===== src/rtl/ptp_cls_pkg.sv =====
package ptp_cls_pkg;

  localparam int MODE_W = 3;

  typedef enum logic [MODE_W-1:0] {
    MODE_OFF     = 3'd0,
    MODE_V1_SYNC = 3'd1,
    MODE_V1_DREQ = 3'd2,
    MODE_V2_EVT  = 3'd3,
    MODE_ALL     = 3'd4
  } cls_mode_e;

endpackage


===== src/rtl/ptp_field_hold.sv =====
// Holds one parsed header field for the current frame and presents the
// value the decision should use in this cycle (same-cycle strobe wins).
module ptp_field_hold #(
  parameter int W = 16
) (
  input  logic         clk,
  input  logic         rst_n,
  input  logic         sof_i,
  input  logic         vld_i,
  input  logic [W-1:0] d_i,
  output logic         eff_vld_o,
  output logic [W-1:0] eff_d_o
);

  logic         seen_q, seen_d;
  logic [W-1:0] held_q, held_d;
  logic         held_en;

  always_comb begin
    held_en = vld_i;
    seen_d  = vld_i | (seen_q & ~sof_i);
    held_d  = vld_i ? d_i : held_q;
  end

  always_ff @(posedge clk or negedge rst_n) begin
    if (!rst_n) begin
      seen_q <= 1'b0;
    end else begin
      seen_q <= seen_d;
    end
  end

  always_ff @(posedge clk or negedge rst_n) begin
    if (!rst_n) begin
      held_q <= '0;
    end else if (held_en) begin
      held_q <= held_d;
    end
  end

  assign eff_vld_o = seen_d;
  assign eff_d_o   = held_d;

  AST_HOLD_KEEPS: assert property (@(posedge clk) disable iff (!rst_n)
    (!vld_i) |=> $stable(held_q));

  AST_SOF_DROPS: assert property (@(posedge clk) disable iff (!rst_n)
    (sof_i && !vld_i) |=> !seen_q);

endmodule


===== src/rtl/ptp_l2_match.sv =====
module ptp_l2_match #(
  parameter int                ETYPE_W     = 16,
  parameter logic [ETYPE_W-1:0] MATCH_ETYPE = 16'h88F7
) (
  input  logic               en_i,
  input  logic               vld_i,
  input  logic [ETYPE_W-1:0] etype_i,
  output logic               hit_o
);

  always_comb begin
    hit_o = en_i & vld_i & (etype_i == MATCH_ETYPE);
  end

endmodule


===== src/rtl/ptp_l4_match.sv =====
module ptp_l4_match #(
  parameter int                 PROTO_W      = 8,
  parameter int                 PORT_W       = 16,
  parameter logic [PROTO_W-1:0] MATCH_PROTO  = 8'd17,
  parameter logic [PORT_W-1:0]  MATCH_PORT   = 16'd319,
  parameter bit                 HAS_SPORT_CK = 1'b1
) (
  input  logic               en_i,
  input  logic               sport_chk_i,
  input  logic               proto_vld_i,
  input  logic [PROTO_W-1:0] proto_i,
  input  logic               port_vld_i,
  input  logic [PORT_W-1:0]  sport_i,
  input  logic [PORT_W-1:0]  dport_i,
  output logic               hit_o
);

  logic base_ok;
  logic sport_ok;

  always_comb begin
    base_ok = en_i & proto_vld_i & port_vld_i &
              (proto_i == MATCH_PROTO) & (dport_i == MATCH_PORT);
  end

  generate
    if (HAS_SPORT_CK) begin : g_sport
      always_comb begin
        sport_ok = ~sport_chk_i | (sport_i == MATCH_PORT);
      end
    end else begin : g_nosport
      always_comb begin
        sport_ok = 1'b1;
      end
    end
  endgenerate

  assign hit_o = base_ok & sport_ok;

endmodule


===== src/rtl/ptp_mode_decide.sv =====
module ptp_mode_decide
  import ptp_cls_pkg::*;
#(
  parameter int              NIB_W    = 4,
  parameter logic [NIB_W-1:0] V1_CODE  = 4'd1,
  parameter logic [NIB_W-1:0] V2_CODE  = 4'd2,
  parameter logic [NIB_W-1:0] SYNC_VAL = 4'd0,
  parameter logic [NIB_W-1:0] DREQ_VAL = 4'd1,
  parameter logic [NIB_W-1:0] EVT_MAX  = 4'd3
) (
  input  logic              clk,
  input  logic              rst_n,
  input  logic [MODE_W-1:0] mode_i,
  input  logic              l2_hit_i,
  input  logic              l4_hit_i,
  input  logic              msg_vld_i,
  input  logic [NIB_W-1:0]  ver_i,
  input  logic [NIB_W-1:0]  msg_i,
  output logic              cap_o
);

  logic sel;
  logic cap_d, cap_q;
  logic any_hit;

  always_comb begin
    any_hit = l2_hit_i | l4_hit_i;
    case (mode_i)
      MODE_V1_SYNC: sel = l4_hit_i & (ver_i == V1_CODE) & (msg_i == SYNC_VAL);
      MODE_V1_DREQ: sel = l4_hit_i & (ver_i == V1_CODE) & (msg_i == DREQ_VAL);
      MODE_V2_EVT:  sel = any_hit & (ver_i == V2_CODE) & (msg_i <= EVT_MAX);
      MODE_ALL:     sel = any_hit;
      default:      sel = 1'b0;
    endcase
    cap_d = msg_vld_i & sel;
  end

  always_ff @(posedge clk or negedge rst_n) begin
    if (!rst_n) begin
      cap_q <= 1'b0;
    end else begin
      cap_q <= cap_d;
    end
  end

  assign cap_o = cap_q;

  AST_CAP_AFTER_STROBE: assert property (@(posedge clk) disable iff (!rst_n)
    cap_q |-> $past(msg_vld_i));

  AST_NO_STROBE_NO_CAP: assert property (@(posedge clk) disable iff (!rst_n)
    (!msg_vld_i) |=> !cap_q);

endmodule


===== src/rtl/ptp_evt_classifier.sv =====
module ptp_evt_classifier
  import ptp_cls_pkg::*;
#(
  parameter int                 ETYPE_W     = 16,
  parameter int                 PROTO_W     = 8,
  parameter int                 PORT_W      = 16,
  parameter int                 NIB_W       = 4,
  parameter logic [ETYPE_W-1:0] PTP_ETYPE   = 16'h88F7,
  parameter logic [PROTO_W-1:0] UDP_PROTO   = 8'd17,
  parameter logic [PORT_W-1:0]  EVT_PORT    = 16'd319,
  parameter bit                 SPORT_CK_EN = 1'b1,
  parameter int                 RST_STAGES  = 2
) (
  input  logic               clk,
  input  logic               rst_n,
  input  logic [2:0]         cfg_mode,
  input  logic               cfg_l2_en,
  input  logic               cfg_l4_en,
  input  logic               cfg_sport_chk,
  input  logic               hdr_sof,
  input  logic               eth_vld,
  input  logic [ETYPE_W-1:0] eth_type,
  input  logic               ipp_vld,
  input  logic [PROTO_W-1:0] ip_proto,
  input  logic               udp_vld,
  input  logic [PORT_W-1:0]  udp_sport,
  input  logic [PORT_W-1:0]  udp_dport,
  input  logic               ptp_vld,
  input  logic [NIB_W-1:0]   ptp_ver,
  input  logic [NIB_W-1:0]   ptp_msg,
  output logic               capture_o
);

  localparam int PAIR_W = 2 * PORT_W;
  localparam logic [NIB_W-1:0] EVT_MAX = NIB_W'(3);

  // Reset: asserted asynchronously, released after RST_STAGES clocks.
  logic [RST_STAGES-1:0] rst_sh_q, rst_sh_d;
  logic                  rst_q_n;

  always_comb begin
    rst_sh_d = {rst_sh_q[RST_STAGES-2:0], 1'b1};
  end

  always_ff @(posedge clk or negedge rst_n) begin
    if (!rst_n) begin
      rst_sh_q <= '0;
    end else begin
      rst_sh_q <= rst_sh_d;
    end
  end

  assign rst_q_n = rst_sh_q[RST_STAGES-1];

  // Per-frame field storage
  logic               eth_ok, ipp_ok, udp_ok;
  logic [ETYPE_W-1:0] eth_eff;
  logic [PROTO_W-1:0] ipp_eff;
  logic [PAIR_W-1:0]  udp_eff;

  ptp_field_hold #(.W(ETYPE_W)) i_hold_eth (
    .clk(clk), .rst_n(rst_q_n), .sof_i(hdr_sof), .vld_i(eth_vld),
    .d_i(eth_type), .eff_vld_o(eth_ok), .eff_d_o(eth_eff)
  );

  ptp_field_hold #(.W(PROTO_W)) i_hold_ipp (
    .clk(clk), .rst_n(rst_q_n), .sof_i(hdr_sof), .vld_i(ipp_vld),
    .d_i(ip_proto), .eff_vld_o(ipp_ok), .eff_d_o(ipp_eff)
  );

  ptp_field_hold #(.W(PAIR_W)) i_hold_udp (
    .clk(clk), .rst_n(rst_q_n), .sof_i(hdr_sof), .vld_i(udp_vld),
    .d_i({udp_sport, udp_dport}), .eff_vld_o(udp_ok), .eff_d_o(udp_eff)
  );

  // Filters
  logic l2_hit, l4_hit;

  ptp_l2_match #(.ETYPE_W(ETYPE_W), .MATCH_ETYPE(PTP_ETYPE)) i_l2 (
    .en_i(cfg_l2_en), .vld_i(eth_ok), .etype_i(eth_eff), .hit_o(l2_hit)
  );

  ptp_l4_match #(
    .PROTO_W(PROTO_W), .PORT_W(PORT_W), .MATCH_PROTO(UDP_PROTO),
    .MATCH_PORT(EVT_PORT), .HAS_SPORT_CK(SPORT_CK_EN)
  ) i_l4 (
    .en_i(cfg_l4_en), .sport_chk_i(cfg_sport_chk),
    .proto_vld_i(ipp_ok), .proto_i(ipp_eff),
    .port_vld_i(udp_ok), .sport_i(udp_eff[PAIR_W-1:PORT_W]),
    .dport_i(udp_eff[PORT_W-1:0]), .hit_o(l4_hit)
  );

  // Mode selection and capture pulse
  ptp_mode_decide #(
    .NIB_W(NIB_W), .V1_CODE(NIB_W'(1)), .V2_CODE(NIB_W'(2)),
    .SYNC_VAL(NIB_W'(0)), .DREQ_VAL(NIB_W'(1)), .EVT_MAX(EVT_MAX)
  ) i_decide (
    .clk(clk), .rst_n(rst_q_n), .mode_i(cfg_mode),
    .l2_hit_i(l2_hit), .l4_hit_i(l4_hit), .msg_vld_i(ptp_vld),
    .ver_i(ptp_ver), .msg_i(ptp_msg), .cap_o(capture_o)
  );

  AST_OFF_QUIET: assert property (@(posedge clk) disable iff (!rst_q_n)
    (ptp_vld && (cfg_mode == 3'd0 || cfg_mode > 3'd4)) |=> !capture_o);

  AST_NO_FILTER_QUIET: assert property (@(posedge clk) disable iff (!rst_q_n)
    (ptp_vld && !cfg_l2_en && !cfg_l4_en) |=> !capture_o);

  AST_SPORT_REJECT: assert property (@(posedge clk) disable iff (!rst_q_n)
    (ptp_vld && udp_vld && cfg_sport_chk && !cfg_l2_en &&
     udp_sport != EVT_PORT) |=> !capture_o);

  AST_V1_SYNC_TYPE: assert property (@(posedge clk) disable iff (!rst_q_n)
    (ptp_vld && cfg_mode == 3'd1 && (ptp_msg != 0 || ptp_ver != 1)) |=> !capture_o);

  AST_V1_DREQ_TYPE: assert property (@(posedge clk) disable iff (!rst_q_n)
    (ptp_vld && cfg_mode == 3'd2 && (ptp_msg != 1 || ptp_ver != 1)) |=> !capture_o);

  AST_V2_TYPE: assert property (@(posedge clk) disable iff (!rst_q_n)
    (ptp_vld && cfg_mode == 3'd3 && (ptp_ver != 2 || ptp_msg > EVT_MAX)) |=> !capture_o);

endmodule


===== config.mk =====
export PLATFORM = sky130hd
export DESIGN_NAME = ptp_evt_classifier
export DESIGN_NICKNAME = d
export VERILOG_FILES = /design/src/rtl/ptp_cls_pkg.sv /design/src/rtl/ptp_field_hold.sv /design/src/rtl/ptp_l2_match.sv /design/src/rtl/ptp_l4_match.sv /design/src/rtl/ptp_mode_decide.sv /design/src/rtl/ptp_evt_classifier.sv
export SDC_FILE = /design/constraint.sdc
export NUM_CORES = 1
export LEC_CHECK = 0
export BUFFER_PORTS_ARGS = -buffer_cell sky130_fd_sc_hd__buf_2
export CORE_MARGIN = 2
export CORE_UTILIZATION = 35
export CTS_BUF_LIST = sky130_fd_sc_hd__clkbuf_4
export CTS_CLUSTER_SIZE = 30
export DETAILED_ROUTE_END_ITERATION = 8
export SETUP_SLACK_MARGIN = 0.2
export SLEW_MARGIN = 20
export SYNTH_ARGS = -nofsm -noshare
export SYNTH_HDL_FRONTEND = slang
export SYNTH_HIERARCHICAL = 1
export SYNTH_SLANG_ARGS = --single-unit

===== constraint.sdc =====
create_clock -name clk -period 5.7 [get_ports clk]
set_clock_uncertainty 0.1 [all_clocks]
set_input_delay 1.425 -clock clk [delete_from_list [all_inputs] [get_ports clk]]
set_output_delay 1.425 -clock clk [all_outputs]
set_load 0.05 [all_outputs]

==> results.toml, run 1 <==
[critical_path]
cp_slowest_stage_delay_ns = 0.64
startpoint_type = "input port"
crit_chain = "buf_4 -> buf_4 -> mux2_4 -> nor4bb_1 -> nand4_1 -> a211oi_2 -> nor4b_1 -> o2111ai_1 -> a31oi_1"
cp-end-kind = "register"
path_delay_family = "buffers and inverters"
path_depth = 9
timing.rr.end = "i_decide/cap_o"
r2r_slack_ns = 3.28
r2r_start = "i_hold_ipp/held_q[1]"
slowest_stage = "buf_4"
crit_buf_inv = 2
startpoint = "udp_vld"
rr_worst_depth = 7
timing.critical_path.mode_cell = "buf_4"
criticalPathCategory = "input port to register"
crit_fanout = 53
critPathCapture = "i_decide/cap_o"
crit_required_ns = 5.91
arrival_ns = 3.97

[global_routing]
antenna_found_initial = 0
met2_usage_pct = 20.23
use_met1_pct = 15.00
use_met3_pct = 4.169
grt_max_degree = 61
grt_pass1_vias = 2188
grt_pass1_wl_mm = 10.58
busiest_layer = "met2"
grt_util_all_layers_pct = 12.18
grt-ovfl-total = 0

[placement]
gp_congestion = 0.6981
port_buffers = 77
placed_area_um2 = 4045
placedCellCount = 432
hpwl_mm = 4.752

[final_layout]
fin_cells = 448
final_common_cell = "mux2_4"
final_core_util_pct = 40.79
layout-drive-gt1-share_pct = 68.27
syn_to_final_growth_pct = 14.68
final_cell_area_um2 = 4173
nets = 384
layout_common_cells = "mux2_4, buf_2, dfrtp_1, mux2_2, clkbuf_4"
diodes = 0

[clock_tree]
clock-sinks = 62
clock_path_buffers = 2
htreeDepth = 3
tritoncts = "built"
clock_tree.root_cell = "clkbuf_4"
cts_buffers = 9
holdBufCountCts = 0
clkLatencyLatePin_ns = 0.39
post_cts_buffers = 0
cts_resized = 0
cts.clk_slew.worst_paths_ns = 0.10

[detailed_routing]
first_pass_iters = 4
wire_per_inst_um = 14.42
post_drt_via_cell_ratio = 4.629
route.detailed.drc = 0
antenna_left = 0
routed_wl_mm = 6.458
vias = 2074
drt_iter0_drc = 70

[logic_synthesis]
async_flop_share_pct = 100.0
synth_edf_count = 0
syn_area_um2 = 3638
ys_ff_latch = 62
synthFlopType = "dfrtp_1"
synth_cell_type_count = 29
yosys_warnings = 6
synth_nets = 306
syn-instance-count = 229
synth.avg_cell_area_um2 = 15.89
ys_seq_area_share_pct = 42.64

[die]
ioPinCount = 78
die_h_um = 106.0
die-area_um2 = 11230
initial_core_util_pct = 35.56
die_w_um = 106.0
core_area_um2 = 10230
rows = 37

[sta]
post-route-min-period_ns = 3.761
tightest_slew_ns = 0.8344
slew_headroom_pct = 44.38
rsz0062_at_grt = "false"
fin_crit_sh_pct = 65.99
tns_ns = 0
whs_ns = 0.2629
setup_violations = 0
finalHoldViolations = 0
clock.fmax_mhz = 265.9
maxSlewViolCount = 0

[worst_hold_path]
min_delay_path_depth = 0
hold_class = "register to register"

[power_and_ir_drop]
power.leakage_nw = 2.031
p_per_area_nw_per_um2 = 237.9
ir_drop_uv = 176.1

[run_status]
status = "finished clean"

[run]
max_cap_violations = 0
[metrics by stage]
step | power (mW) | worst slack [ns]
4_1_cts | 1.015 | 1.959
2_1_floorplan | 0.6709 | 2.333
5_1_grt | 1.054 | 1.788
3_3_place_gp | 0.7110 | 1.598
3_5_place_dp | 0.7171 | 1.518
6_report | 0.9926 | 1.939
[flip-flops by register name (all words and copies together), names as in the netlist]
signal             flops
rst_sh_q               2
i_hold_udp/held_q     32
i_hold_ipp/held_q      8
i_hold_eth/held_q     16
i_decide/cap_o         1
i_hold_eth/seen_q      1
i_hold_udp/seen_q      1
i_hold_ipp/seen_q      1
[worst min path at each step]
| stage | startpoint | to | slack [ns] |
|---|---|---|---|
| 2_1_floorplan | rst_sh_q[0] | rst_sh_q[1] | 0.23 |
| 3_3_place_gp | rst_sh_q[0] | rst_sh_q[1] | 0.24 |
| 3_5_place_dp | rst_sh_q[0] | rst_sh_q[1] | 0.24 |
| 4_1_cts | rst_sh_q[0] | rst_sh_q[1] | 0.26 |
| 5_1_grt | rst_sh_q[0] | rst_sh_q[1] | 0.28 |
| 6_report | rst_sh_q[0] | rst_sh_q[1] | 0.26 |
[synthesized netlist by cell type, types with 2 or more instances]
library cell	n	area [um^2]
nor4_2	2	25.02
nor4b_1	3	26.28
mux2_2	25	281.5
buf_12	4	80.08
dfrtp_1	62	1551
nor3b_1	2	15.01
nor4bb_1	2	20.02
nor2_1	3	11.26
and4b_1	4	40.04
nand4_1	4	25.02
buf_6	8	90.09
o211ai_1	2	15.01
a21o_1	2	15.01
mux2_4	87	1306
inv_1	4	15.01
nand3_1	2	10.01
[final cells by class]
type	count	area [um^2]
Fill cell	967	6058
Multi-Input combinational cell	150	1897
Sequential cell	62	1553
Timing Repair Buffer	80	410.4
Tap cell	136	170.2
Clock buffer	10	75.07
Clock inverter	6	52.55
Inverter	4	15.01
[where the power goes]
group | internal [mW] | switching [mW]
clock | 0.134 | 0.153
sequential | 0.481 | 0.0207
combinational | 0.135 | 0.0687
total | 0.750 | 0.242
[layer usage]
metal / vias to the layer above / part of all wire, %
met5: - / 0
met4: 0 / 0.84
met3: 6 / 5.9
met2: 50 / 49
met1: 1010 / 44
li1: 1008 / -
[cells by family after synthesis]
group / count (synthesis) / share of synthesized area, %
other: 1 / 0.1031
multiplexers: 112 / 43.64
buffers and inverters: 17 / 5.227
flip-flops: 62 / 42.64
AND/OR/NAND/NOR: 28 / 6.327
XOR/XNOR: 1 / 0.2408
AO/OA/AOI/OAI: 8 / 1.822
Power figures use the tool's default switching activity.
==> inputs of run 2 (changes only) <==
Clock period 5.7 ns to 3.4 ns, I/O delays scaled along.
==> results.toml, run 2 (synthesis gave the netlist of run 1 again) <==
[critical_path]
startpoint_type = "input port"
crit_fanout = 36
timing.rr.end = "i_decide/cap_o"
crit_required_ns = 3.63
critPathCapture = "i_decide/cap_o"
arrival_ns = 3.02
startpoint = "udp_vld"
r2r_slack_ns = 1.10
cp-end-kind = "register"
criticalPathCategory = "input port to register"
r2r_start = "i_hold_udp/held_q[13]"
rr_worst_depth = 7

[final_layout]
multi_input_area_um2 = 1897
final_cell_area_um2 = 4292
diodes = 0
top_regs = "i_hold_udp/held_q x32, i_hold_eth/held_q x16, i_hold_ipp/held_q x8"
final_common_cell = "mux2_4"
layout-drive-gt1-share_pct = 68.55
max_flop_register = "i_hold_udp/held_q"
layout_common_cells = "mux2_4, buf_2, dfrtp_1, mux2_2"
nets = 391
largest_reg_flops = 32
syn_to_final_growth_pct = 17.95
seq_area_um2 = 1553
fillers = 953

[global_routing]
grt_max_degree = 39
grt_pass1_vias = 2252
grt_util_all_layers_pct = 12.77
grt_pass1_wl_mm = 10.89
antenna_found_initial = 0
grt-ovfl-total = 0

[clock_tree]
clkLatencyLatePin_ns = 0.40
cts_resized = 0
tritoncts = "built"
clock-sinks = 62
post_cts_buffers = 0
holdBufCountCts = 0
htreeDepth = 3
clock_path_buffers = 2
clock_tree.root_cell = "clkbuf_4"
cts_buffers = 9
cts.clk_slew.worst_paths_ns = 0.10

[detailed_routing]
drt_iter0_drc = 54
route.detailed.drc = 0
antenna_left = 0
post_drt_via_cell_ratio = 4.562
wire_per_inst_um = 14.69
first_pass_iters = 4
routed_wl_mm = 6.669
vias = 2071

[sta]
slew_headroom_pct = 43.43
finalHoldViolations = 0
rsz0062_at_grt = "false"
fin_ws_ns = 0.6139
post-route-min-period_ns = 2.786
tns_ns = 0
fin_crit_sh_pct = 81.95
setup_violations = 0
tightest_slew_ns = 0.8485
maxSlewViolCount = 0
clock.fmax_mhz = 358.9

[die]
ioPinCount = 78
die-area_um2 = 11230
die_w_um = 106.0
die_h_um = 106.0
rows = 37
initial_core_util_pct = 35.56
core_area_um2 = 10230

[power_and_ir_drop]
power.leakage_nw = 2.087
p_per_area_nw_per_um2 = 422.4
ir_drop_uv = 294.0
p_total_mw = 1.813

[run]
max_cap_violations = 0

[worst_hold_path]
hold_class = "input port to asynchronous set/reset pin"

[run_status]
status = "finished clean"

[placement]
placed_area_um2 = 4123
gp_congestion = 0.7194
hpwl_mm = 5.060
port_buffers = 77
dp_slack_ns = 0.1793
-- run 2: worst min-delay path by stage --
stage,cells past startpoint,start,slack [ns],to
floorplan,0,rst_sh_q[0],0.23,rst_sh_q[1]
global placement,0,rst_sh_q[0],0.24,rst_sh_q[1]
detailed placement,0,rst_sh_q[0],0.25,rst_sh_q[1]
CTS,1,rst_n,0.07,rst_sh_q[1]
global route,1,rst_n,0.07,rst_sh_q[1]
finish,1,rst_n,0.11,rst_sh_q[1]
-- run 2: where the power goes --
group	switching, mW	internal (mW)
Combinational	0.109	0.233
Sequential	0.0447	0.807
Clock	0.257	0.361
-- run 2: per-layer routing --
layer / global-route usage [%] / routed length (um) / vias to the layer above
met5: 0 / 0 / -
met2: 20.69 / 3159 / 50
met4: 4.793 / 104 / 0
li1: - / - / 1016
met1: 15.52 / 3070 / 997
met3: 4.782 / 333 / 8
-- run 2: layout make-up --
class                      instances  area share [%]
clock inverter                     6           2.362
sequential                        62           36.18
multi-input combinational        150           44.20
tap                              136           3.965
timing repair buffer              87           11.37
inverter                           4          0.3499
clock buffer                       9           1.574
-- run 2: per-stage QoR --
stage                     std cells  hold WS [ns]  utilization, %
after global routing            454       0.07210           41.95
after floorplan                 229        0.2312               -
after global placement          439        0.2375           40.30
final                           454        0.1081           41.95
after CTS                       454       0.06720           41.95
after detailed placement        439        0.2458           40.30
-- run 2: worst max-delay path, stage by stage --
cell and delay [ns]:
buf_4 0.12, buf_12 0.25, mux2_4 0.33, nor4_2 0.29, nand4_1 0.21, a211oi_2 0.32, nor4b_1 0.28, o2111ai_1 0.16
a31oi_1 0.20
